## src/rtl/srs_pkg.sv

```systemverilog
package srs_pkg;

    typedef enum logic [1:0] {
        SRS_RUN  = 2'd0,
        SRS_LOW  = 2'd1,
        SRS_HOLD = 2'd2
    } srs_state_e;

    function automatic int unsigned ns_to_cyc_up(input int unsigned ns, input int unsigned per);
        return (ns + per - 1) / per;
    endfunction

    function automatic int unsigned ns_to_cyc_dn(input int unsigned ns, input int unsigned per);
        return (ns / per < 2) ? 2 : ns / per;
    endfunction

    function automatic int unsigned clamp_glitch(input int unsigned want, input int unsigned deadline);
        int unsigned lim;
        lim = (deadline > 4) ? deadline - 3 : 1;
        if (want < 1) return 1;
        return (want > lim) ? lim : want;
    endfunction

endpackage

```

## src/rtl/srs_sync.sv

```systemverilog
module srs_sync #(
    parameter int unsigned WIDTH  = 2,
    parameter int unsigned STAGES = 2
) (
    input  logic             clk,
    input  logic             rst_n,
    input  logic [WIDTH-1:0] d,
    output logic [WIDTH-1:0] q
);

    for (genvar b = 0; b < WIDTH; b++) begin : g_bit
        logic [STAGES-1:0] chain;
        always_ff @(posedge clk or negedge rst_n) begin
            if (!rst_n) chain <= '0;
            else        chain <= {chain[STAGES-2:0], d[b]};
        end
        assign q[b] = chain[STAGES-1];
    end

endmodule

```

## src/rtl/srs_glitch_filter.sv

```systemverilog
module srs_glitch_filter #(
    parameter int unsigned LEN = 5,
    parameter int unsigned CW  = $clog2(LEN + 1)
) (
    input  logic clk,
    input  logic rst_n,
    input  logic raw,
    output logic valid
);

    logic [CW-1:0] run_len;

    assign valid = (run_len == CW'(LEN));

    // Counts consecutive high samples and saturates at LEN; any low sample clears it.
    always_ff @(posedge clk or negedge rst_n) begin
        if (!rst_n)     run_len <= '0;
        else if (!raw)  run_len <= '0;
        else if (!valid) run_len <= run_len + 1'b1;
    end

endmodule

```

## src/rtl/srs_wdog.sv

```systemverilog
module srs_wdog #(
    parameter int unsigned TIMEOUT = 100,
    parameter int unsigned CW      = $clog2(TIMEOUT + 1)
) (
    input  logic          clk,
    input  logic          rst_n,
    input  logic          kick_lvl,
    input  logic          run,
    output logic          expire,
    output logic [CW-1:0] cnt_o
);

    logic          prev_lvl;
    logic          kick;
    logic [CW-1:0] cnt;

    assign kick   = kick_lvl ^ prev_lvl;
    assign expire = run && !kick && (cnt == CW'(TIMEOUT - 1));
    assign cnt_o  = cnt;

    always_ff @(posedge clk or negedge rst_n) begin
        if (!rst_n) prev_lvl <= 1'b0;
        else        prev_lvl <= kick_lvl;
    end

    always_ff @(posedge clk or negedge rst_n) begin
        if (!rst_n)                     cnt <= '0;
        else if (!run || kick || expire) cnt <= '0;
        else                            cnt <= cnt + 1'b1;
    end

endmodule

```

## src/rtl/supply_reset_seq.sv

```systemverilog
module supply_reset_seq
    import srs_pkg::*;
#(
    parameter int unsigned CLK_PERIOD_NS = 20,
    parameter int unsigned GLITCH_NS     = 100,
    parameter int unsigned ASSERT_MAX_NS = 5000,
    parameter int unsigned HOLD_NS       = 200_000_000,
    parameter int unsigned WDOG_NS       = 1_600_000_000
) (
    input  logic clk,
    input  logic rst_n,
    input  logic supply_low,
    input  logic wdog_kick,
    output logic rst_out_n,
    output logic rst_out
);

    localparam int unsigned ASSERT_CYC = ASSERT_MAX_NS / CLK_PERIOD_NS;
    localparam int unsigned GLITCH_CYC =
        clamp_glitch(ns_to_cyc_up(GLITCH_NS, CLK_PERIOD_NS), ASSERT_CYC);
    localparam int unsigned HOLD_CYC   = ns_to_cyc_dn(HOLD_NS, CLK_PERIOD_NS);
    localparam int unsigned WDOG_CYC   = ns_to_cyc_dn(WDOG_NS, CLK_PERIOD_NS);
    localparam int unsigned HW         = $clog2(HOLD_CYC + 1);
    localparam int unsigned WW         = $clog2(WDOG_CYC + 1);

    logic [1:0]    sync_q;
    logic          low_s;
    logic          kick_s;
    logic          low_valid;
    logic          wd_expire;
    logic [WW-1:0] wd_cnt;
    logic [HW-1:0] hold_cnt;
    logic          hold_done;
    srs_state_e    state_q;
    srs_state_e    state_d;
    logic          rst_hi_q;
    logic          rst_lo_q;

    srs_sync #(
        .WIDTH  (2),
        .STAGES (2)
    ) u_sync (
        .clk   (clk),
        .rst_n (rst_n),
        .d     ({wdog_kick, supply_low}),
        .q     (sync_q)
    );

    assign low_s  = sync_q[0];
    assign kick_s = sync_q[1];

    srs_glitch_filter #(
        .LEN (GLITCH_CYC)
    ) u_filter (
        .clk   (clk),
        .rst_n (rst_n),
        .raw   (low_s),
        .valid (low_valid)
    );

    srs_wdog #(
        .TIMEOUT (WDOG_CYC),
        .CW      (WW)
    ) u_wdog (
        .clk      (clk),
        .rst_n    (rst_n),
        .kick_lvl (kick_s),
        .run      (state_q == SRS_RUN),
        .expire   (wd_expire),
        .cnt_o    (wd_cnt)
    );

    // Hold counter: zero on entry to HOLD, counts every cycle spent there.
    assign hold_done = (hold_cnt == HW'(HOLD_CYC - 1));

    always_ff @(posedge clk or negedge rst_n) begin
        if (!rst_n)                  hold_cnt <= '0;
        else if (state_q != SRS_HOLD) hold_cnt <= '0;
        else                         hold_cnt <= hold_cnt + 1'b1;
    end

    // Next-state logic
    always_comb begin
        state_d = state_q;
        if (low_valid) begin
            state_d = SRS_LOW;                     // T_LOW_ENTER
        end else begin
            unique case (state_q)
                SRS_RUN:  if (wd_expire) state_d = SRS_HOLD;  // T_WDOG_EXPIRE
                SRS_LOW:  state_d = SRS_HOLD;                  // T_LOW_EXIT
                SRS_HOLD: if (hold_done) state_d = SRS_RUN;    // T_HOLD_DONE
                default:  state_d = SRS_HOLD;
            endcase
        end
    end

    // State register
    always_ff @(posedge clk or negedge rst_n) begin
        if (!rst_n) state_q <= SRS_HOLD;
        else        state_q <= state_d;
    end

    // Output register: both polarities follow the next state
    always_ff @(posedge clk or negedge rst_n) begin
        if (!rst_n) begin
            rst_hi_q <= 1'b1;
            rst_lo_q <= 1'b0;
        end else begin
            rst_hi_q <= (state_d != SRS_RUN);
            rst_lo_q <= (state_d == SRS_RUN);
        end
    end

    assign rst_out   = rst_hi_q;
    assign rst_out_n = rst_lo_q;

endmodule

```

## config.mk

```make
export PLATFORM = sky130hd
export DESIGN_NAME = supply_reset_seq
export DESIGN_NICKNAME = d
export VERILOG_FILES = /design/src/rtl/srs_pkg.sv /design/src/rtl/srs_sync.sv /design/src/rtl/srs_glitch_filter.sv /design/src/rtl/srs_wdog.sv /design/src/rtl/supply_reset_seq.sv
export SDC_FILE = /design/constraint.sdc
export NUM_CORES = 1
export LEC_CHECK = 0
export ABC_AREA = 1
export BUFFER_PORTS_ARGS = -buffer_cell sky130_fd_sc_hd__buf_4
export CORE_MARGIN = 2
export CORE_UTILIZATION = 31
export DETAILED_ROUTE_END_ITERATION = 10
export PLACE_DENSITY = 0.44
export SLEW_MARGIN = 0
export SYNTH_ARGS = -nofsm -noshare
export SYNTH_HDL_FRONTEND = slang
export SYNTH_SLANG_ARGS = --single-unit
```

## constraint.sdc

```tcl
create_clock -name clk -period 4.4 [get_ports clk]
set_clock_uncertainty 0.05 [all_clocks]
set_input_delay 0.66 -clock clk [delete_from_list [all_inputs] [get_ports clk]]
set_output_delay 0.66 -clock clk [all_outputs]
set_load 0.02 [all_outputs]
```

### Word-level counts from Yosys, hierarchy flattened

Cells that the tools add are included.

| cells by class | value |
|---|---|
| bitwise gates (word level) | 1 |
| reduce and logical (&&, ||, !) cells | 9 |
| mux-type cells | 8 |
| equal/unequal tests | 6 |
| add/subtract/negate cells | 3 |

Operators by type and width:

| kind | number |
|---|---|
| $add A27 B1 Y27 const B | 1 |
| $eq A27 B27 Y1 const B | 1 |
| $mux W27 | 1 |
| $add A24 B1 Y24 const B | 1 |
| $eq A24 B24 Y1 const B | 1 |
| $mux W24 | 1 |
| $mux W2 | 3 |
| $mux W3 | 2 |
| $logic_not A2 Y1 | 2 |
| $ne A2 B2 Y1 const B | 2 |
| $pmux W2 S2 | 1 |
| $add A3 B1 Y3 const B | 1 |
| $eq A3 B3 Y1 const B | 1 |
| $eq A2 B2 Y1 const B | 1 |
| $logic_and A1 B1 Y1 | 2 |
| $logic_not A1 Y1 | 2 |
| $logic_or A1 B1 Y1 | 2 |
| $reduce_bool A2 Y1 | 1 |
| $xor A1 B1 Y1 | 1 |

| word-level totals | value |
|---|---|
| word-level logic and storage cells | 36 |
| register bits | 63 |

### Logic depth before layout (Yosys ltp)

| logic depth | value |
|---|---|
| depth in word-level cells | 8 |
| mapped depth | 9 |
| mapped depth without buffers | 9 |

### Cells and area by module

Synthesis repeated with hierarchy kept, for this count alone.

| unflattened totals | value |
|---|---|
| cell total of the unflattened synthesis | 499 |
| area total of the unflattened synthesis | 3647.2 um^2 |

Modules (own cells, without submodules):

| module | area each (um^2) | seq. area each (um^2) | instances | cells each |
|---|---|---|---|---|
| srs_wdog | 1774.2 | 700.7 | 1 | 251 |
| supply_reset_seq | 1590.3 | 703.2 | 1 | 222 |
| srs_glitch_filter | 167.7 | 75.1 | 1 | 20 |
| srs_sync | 115.1 | 100.1 | 1 | 6 |

### Worst setup path before layout

Ideal clock, no wire load.

| timing | value |
|---|---|
| path kind | register to register |
| from | register u_wdog.cnt[0] (netlist: u_wdog.cnt_o[0]) |
| to | register u_wdog.cnt[0] (netlist: u_wdog.cnt_o[0]) |
| setup slack | 2774 ps |
| arrival time | 1452 ps |
| clock period less this slack | 1626 ps |
| stages on the path, launching flop included | 8 |
| required time | 4226 ps |
| cell sequence | dfrtp_1 ha_1 nand3_4 nor3_4 nand3_2 nand2_4 buf_6 nor2_1 |

| on the way | value |
|---|---|
| word-level cells in the longest chain between the ends | 4 |
| elaborated cells between the ends (all ways) | 5 |
| classes of those cells | add/sub: 1; eq/ne: 1; mux: 1; reduce/logical: 2 |

Ends and longest elaborated chain:

| item | line | source |
|---|---|---|
| from (decl) | srs_wdog.sv:15 | `logic [CW-1:0] cnt;` |
| from (signal assigned) | srs_wdog.sv:29 | `else cnt <= cnt + 1'b1;` |
| parallel branches: the longest is 3 deep, another holds $add A27 B1 Y27 | -- |  |
| $mux W27 * | srs_wdog.sv:28 | `else if (!run \|\| kick \|\| expire) cnt <= '0;` |

Every way passes the cells marked *.
A chain may end at the register's enable or synchronous reset.

### Worst setup path in the final report

| timing | value |
|---|---|
| from | register state_q[1] |
| to | register hold_cnt[15] |

| on the way | value |
|---|---|
| word-level cells in the longest chain between the ends | 2 |

Ends and longest elaborated chain:

| item | line | source |
|---|---|---|
| from (decl) | supply_reset_seq.sv:34 | `srs_state_e state_q;` |
| from (signal assigned) | supply_reset_seq.sv:100 | `else state_q <= state_d;` |
| $ne A2 B2 Y1 | supply_reset_seq.sv:78 | `else if (state_q != SRS_HOLD) hold_cnt <= '0;` |
| $mux W24 | supply_reset_seq.sv:78 |  |
| to (signal assigned) | supply_reset_seq.sv:79 | `else hold_cnt <= hold_cnt + 1'b1;` |
| to (decl) | supply_reset_seq.sv:32 | `logic [HW-1:0] hold_cnt;` |

No other way between the ends.

==> qor.tcl <==
set qor(post_cts_buffers) 0
set qor(post_layout_nonfiller_instances) 626
set qor(cts_repair_resize_count) 0
set qor(min_path_type) {reg -> reg}
set qor(postSynthNetCount) 477
set qor(timing_worst_setup_path_type) {reg -> reg}
set qor(vias) 2781
set qor(antenna_found_initial) 0
set qor(avgRoutedWirePerCell_um) 12.1
set qor(layout-drive-gt1-share_pct) 5.76
set qor(crit_slowest_cell) {sky130_fd_sc_hd__nor2_1}
set qor(die_h_um) 109
set qor(cts.path.max_buffers) 2
set qor(place_inst) 610
set qor(cp.buffers_inverters) 2
set qor(powerDensity_nw_per_um2) 351
set qor(grt_start_max_net_pins) 64
set qor(ys_types) 24
set qor(antenna_left) 0
set qor(synth_edf_count) 0
set qor(timing.max_slew.rel_slack_pct) 43.0
set qor(unrepaired_setup_endpoints_after_global_routing) {false}
set qor(fp-row-count) 38
set qor(detail_route.iter0.violations) 130
set qor(finalWorstSetupSlack_ps) 2410
set qor(syn_inst) 469
set qor(total_core_area_um2) 10700
set qor(critical-path-max-stage-delay_ps) 640
set qor(place.port_buffers) 5
set qor(filler_cell_count) 1186
set qor(die_w_um) 109
set qor(fin_tns_setup_ps) 0
set qor(gpl.final_weighted_congestion) 0.862
set qor(clock-root-buffer) {sky130_fd_sc_hd__clkbuf_8}
set qor(fin_nets) 489
set qor(grt_use_total_pct) 15.1
set qor(grt.overflow.total) 0
set qor(synthFlopType) {sky130_fd_sc_hd__dfrtp_1}
set qor(period_needed_ps) 1990
set qor(fin_hold_ws_ps) 303
set qor(post_synth_most_frequent_cells) {125 x sky130_fd_sc_hd__nand2_1, 110 x sky130_fd_sc_hd__nor2_1, 65 x sky130_fd_sc_hd__inv_1}
set qor(synthesized_flop_and_latch_total) 63
set qor(ordered_cell_list_for_the_critical_path) {inv_1 -> nor2_1 -> inv_1 -> nor3b_1}
set qor(detail_route.first_pass.iterations) 4
set qor(flow.area_growth_from_synthesis_pct) 11.2
set qor(pin_count) 6
set qor(cp_endpoint_kind) {flip-flop}
set qor(drc_errors) 0
set qor(detail_route.vias_per_cell) 4.44
set qor(grt_pass1_vias) 2808
set qor(max-vdd-ir-drop_mv) 0.122
set qor(maxCapViolations) 0
set qor(yosysWarningCount) 0
set qor(crit_path_top_cell_by_count) {sky130_fd_sc_hd__inv_1}
set qor(clock_tree.htree_level_count) 3
set qor(critical-path-top-delay-family) {simple AND/OR/NAND/NOR gates}
set qor(critPathLaunchType) {flip-flop}
set qor(slew_viol_final) 0
set qor(synth_async_sr_flop_share_pct) 100
set qor(detailedPlacementHpwl_um) 5530
set qor(die_area_um2) 11800
set qor(post_synthesis_instance_area_um2) 3390
set qor(synth_top_area_share_pct) 45.0
set qor(clk_pin_slew_worst_paths_ps) 80
set qor(power_uw) 1320
set qor(worstPathRequired_ps) 4610
set qor(tritoncts) {yes}
set qor(timing.final.setup_violations) 0
set qor(maxClockFrequency_ghz) 0.502
set qor(timing.final.crit_share_pct) 45.3
set qor(ys_seq_area_share_pct) 46.6
set qor(synth_top_cells_by_area) {sky130_fd_sc_hd__dfrtp_1 45%, sky130_fd_sc_hd__nand2_1 14%, sky130_fd_sc_hd__nor2_1 12%}
set qor(post_synth.cell_area_avg_um2) 7.23
set qor(clk-insertion-delay-late_ps) 350
set qor(status) {finished, final reports clean}
set qor(dp_worst_setup_slack_ps) 2260
set qor(yosys.area.top_type) {sky130_fd_sc_hd__dfrtp_1}
set qor(wl_um) 7550
set qor(effective_utilization_at_floorplan_pct) 31.6
set qor(cts_buffers) 9
set qor(cts.sinks) 63
set qor(timing_hold_violations_final) 0
set qor(synth_most_common_cell) {sky130_fd_sc_hd__nand2_1}
set qor(worst-path-max-fanout) 14
set qor(grt_pass1_wl_um) 13800
set qor(slew_at_the_pin_with_the_worst_max_slew_slack_ps) 852
set qor(diodes) 0
set qor(crit_arrival_ps) 2200
set qor(power_leakage_uw) 0.00166
set qor(number_of_buffers_inserted_for_hold_repair_after_clock_tree_synthesis) 0
[per-stage QoR]
step           instance area, µm²  util, %
3_3_place_gp                 3570     33.2
3_5_place_dp                 3570     33.2
4_1_cts                      3770     35.1
2_1_floorplan                3390        -
6_report                     3770     35.1
5_1_grt                      3770     35.1
[path summary, 6_finish.rpt]
| kind | from | endpoint | slack (ps) | depth (start not counted) |
|---|---|---|---|---|
| min in group asynchronous | rst_n | hold_cnt[11] | 350 | 1 |
| hold reg to reg | u_sync.g_bit[0].chain[0] | u_sync.g_bit[0].chain[1] | 300 | 0 |
| hold / removal | u_sync.g_bit[0].chain[0] | u_sync.g_bit[0].chain[1] | 300 | 0 |
| setup / recovery | state_q[1] | hold_cnt[15] | 2410 | 4 |
| setup reg to reg | state_q[1] | hold_cnt[15] | 2410 | 4 |
| max in group asynchronous | rst_n | u_wdog.cnt_o[7] | 3420 | 1 |
[power breakdown]
part           internal, µW  total, µW  switching (µW)
Sequential              618        640            21.7
Clock                   265        516             252
Combinational          44.9        166             121
[cell usage in the layout, fill, tap and decap left out, types with 2 or more instances in the layout]
cell type,netlist,final
sky130_fd_sc_hd__nand3_1,29,29
sky130_fd_sc_hd__a21oi_1,11,11
sky130_fd_sc_hd__nand2_1,125,125
sky130_fd_sc_hd__clkbuf_8,0,9
sky130_fd_sc_hd__clkinvlp_4,0,3
sky130_fd_sc_hd__dfrtp_1,61,61
sky130_fd_sc_hd__nand4_1,6,6
sky130_fd_sc_hd__buf_4,0,5
sky130_fd_sc_hd__o21ai_0,8,8
sky130_fd_sc_hd__xor2_1,13,13
sky130_fd_sc_hd__dfstp_2,2,2
sky130_fd_sc_hd__xnor2_1,4,4
sky130_fd_sc_hd__inv_1,65,65
sky130_fd_sc_hd__ha_1,4,4
sky130_fd_sc_hd__nor3_1,19,19
sky130_fd_sc_hd__nor2_1,110,110
[flip-flops by register name, indices dropped and copies added (netlist names)]
signal              count
u_wdog.cnt_o           27
hold_cnt               24
u_sync.g_bit.chain      4
u_filter.run_len        3
state_q                 2
rst_out                 1
rst_out_n               1
u_wdog.prev_lvl         1
[kinds of logic (layout without fill, tap and decap cells)]
group                      count (synthesis)  after routing  share of synthesized area (%)
xor gates and xnor gates                  17             17                           4.39
and+or+nand+nor                          296            296                           36.4
adders and majority gates                  4              4                           1.48
buffers and inverters                     69             86                           8.12
DFF                                       63             63                           46.6
AOI/OAI and AO/OA                         20             20                           3.03
[layout make-up]
class / instances / area [µm²] / area share (%)
clock inverters: 6 / 70.1 / 1.86
repair buffers: 5 / 37.5 / 0.996
flip-flops and latches: 63 / 1580 / 41.9
inverters: 65 / 244 / 6.47
multi-input cells: 337 / 1540 / 40.8
clock buffers: 10 / 128 / 3.39
well taps: 140 / 175 / 4.65
[routing by layer]
| layer | vias to the layer above | global-route usage [%] | routed length, µm |
|---|---|---|---|
| met5 | - | 0 | 0 |
| met2 | 36 | 23.3 | 3350 |
| met4 | 0 | 7.14 | 231 |
| met1 | 1258 | 20.4 | 3770 |
| met3 | 23 | 2.95 | 199 |
| li1 | 1464 | - | - |
No activity file was read; power rests on OpenSTA's default activity.
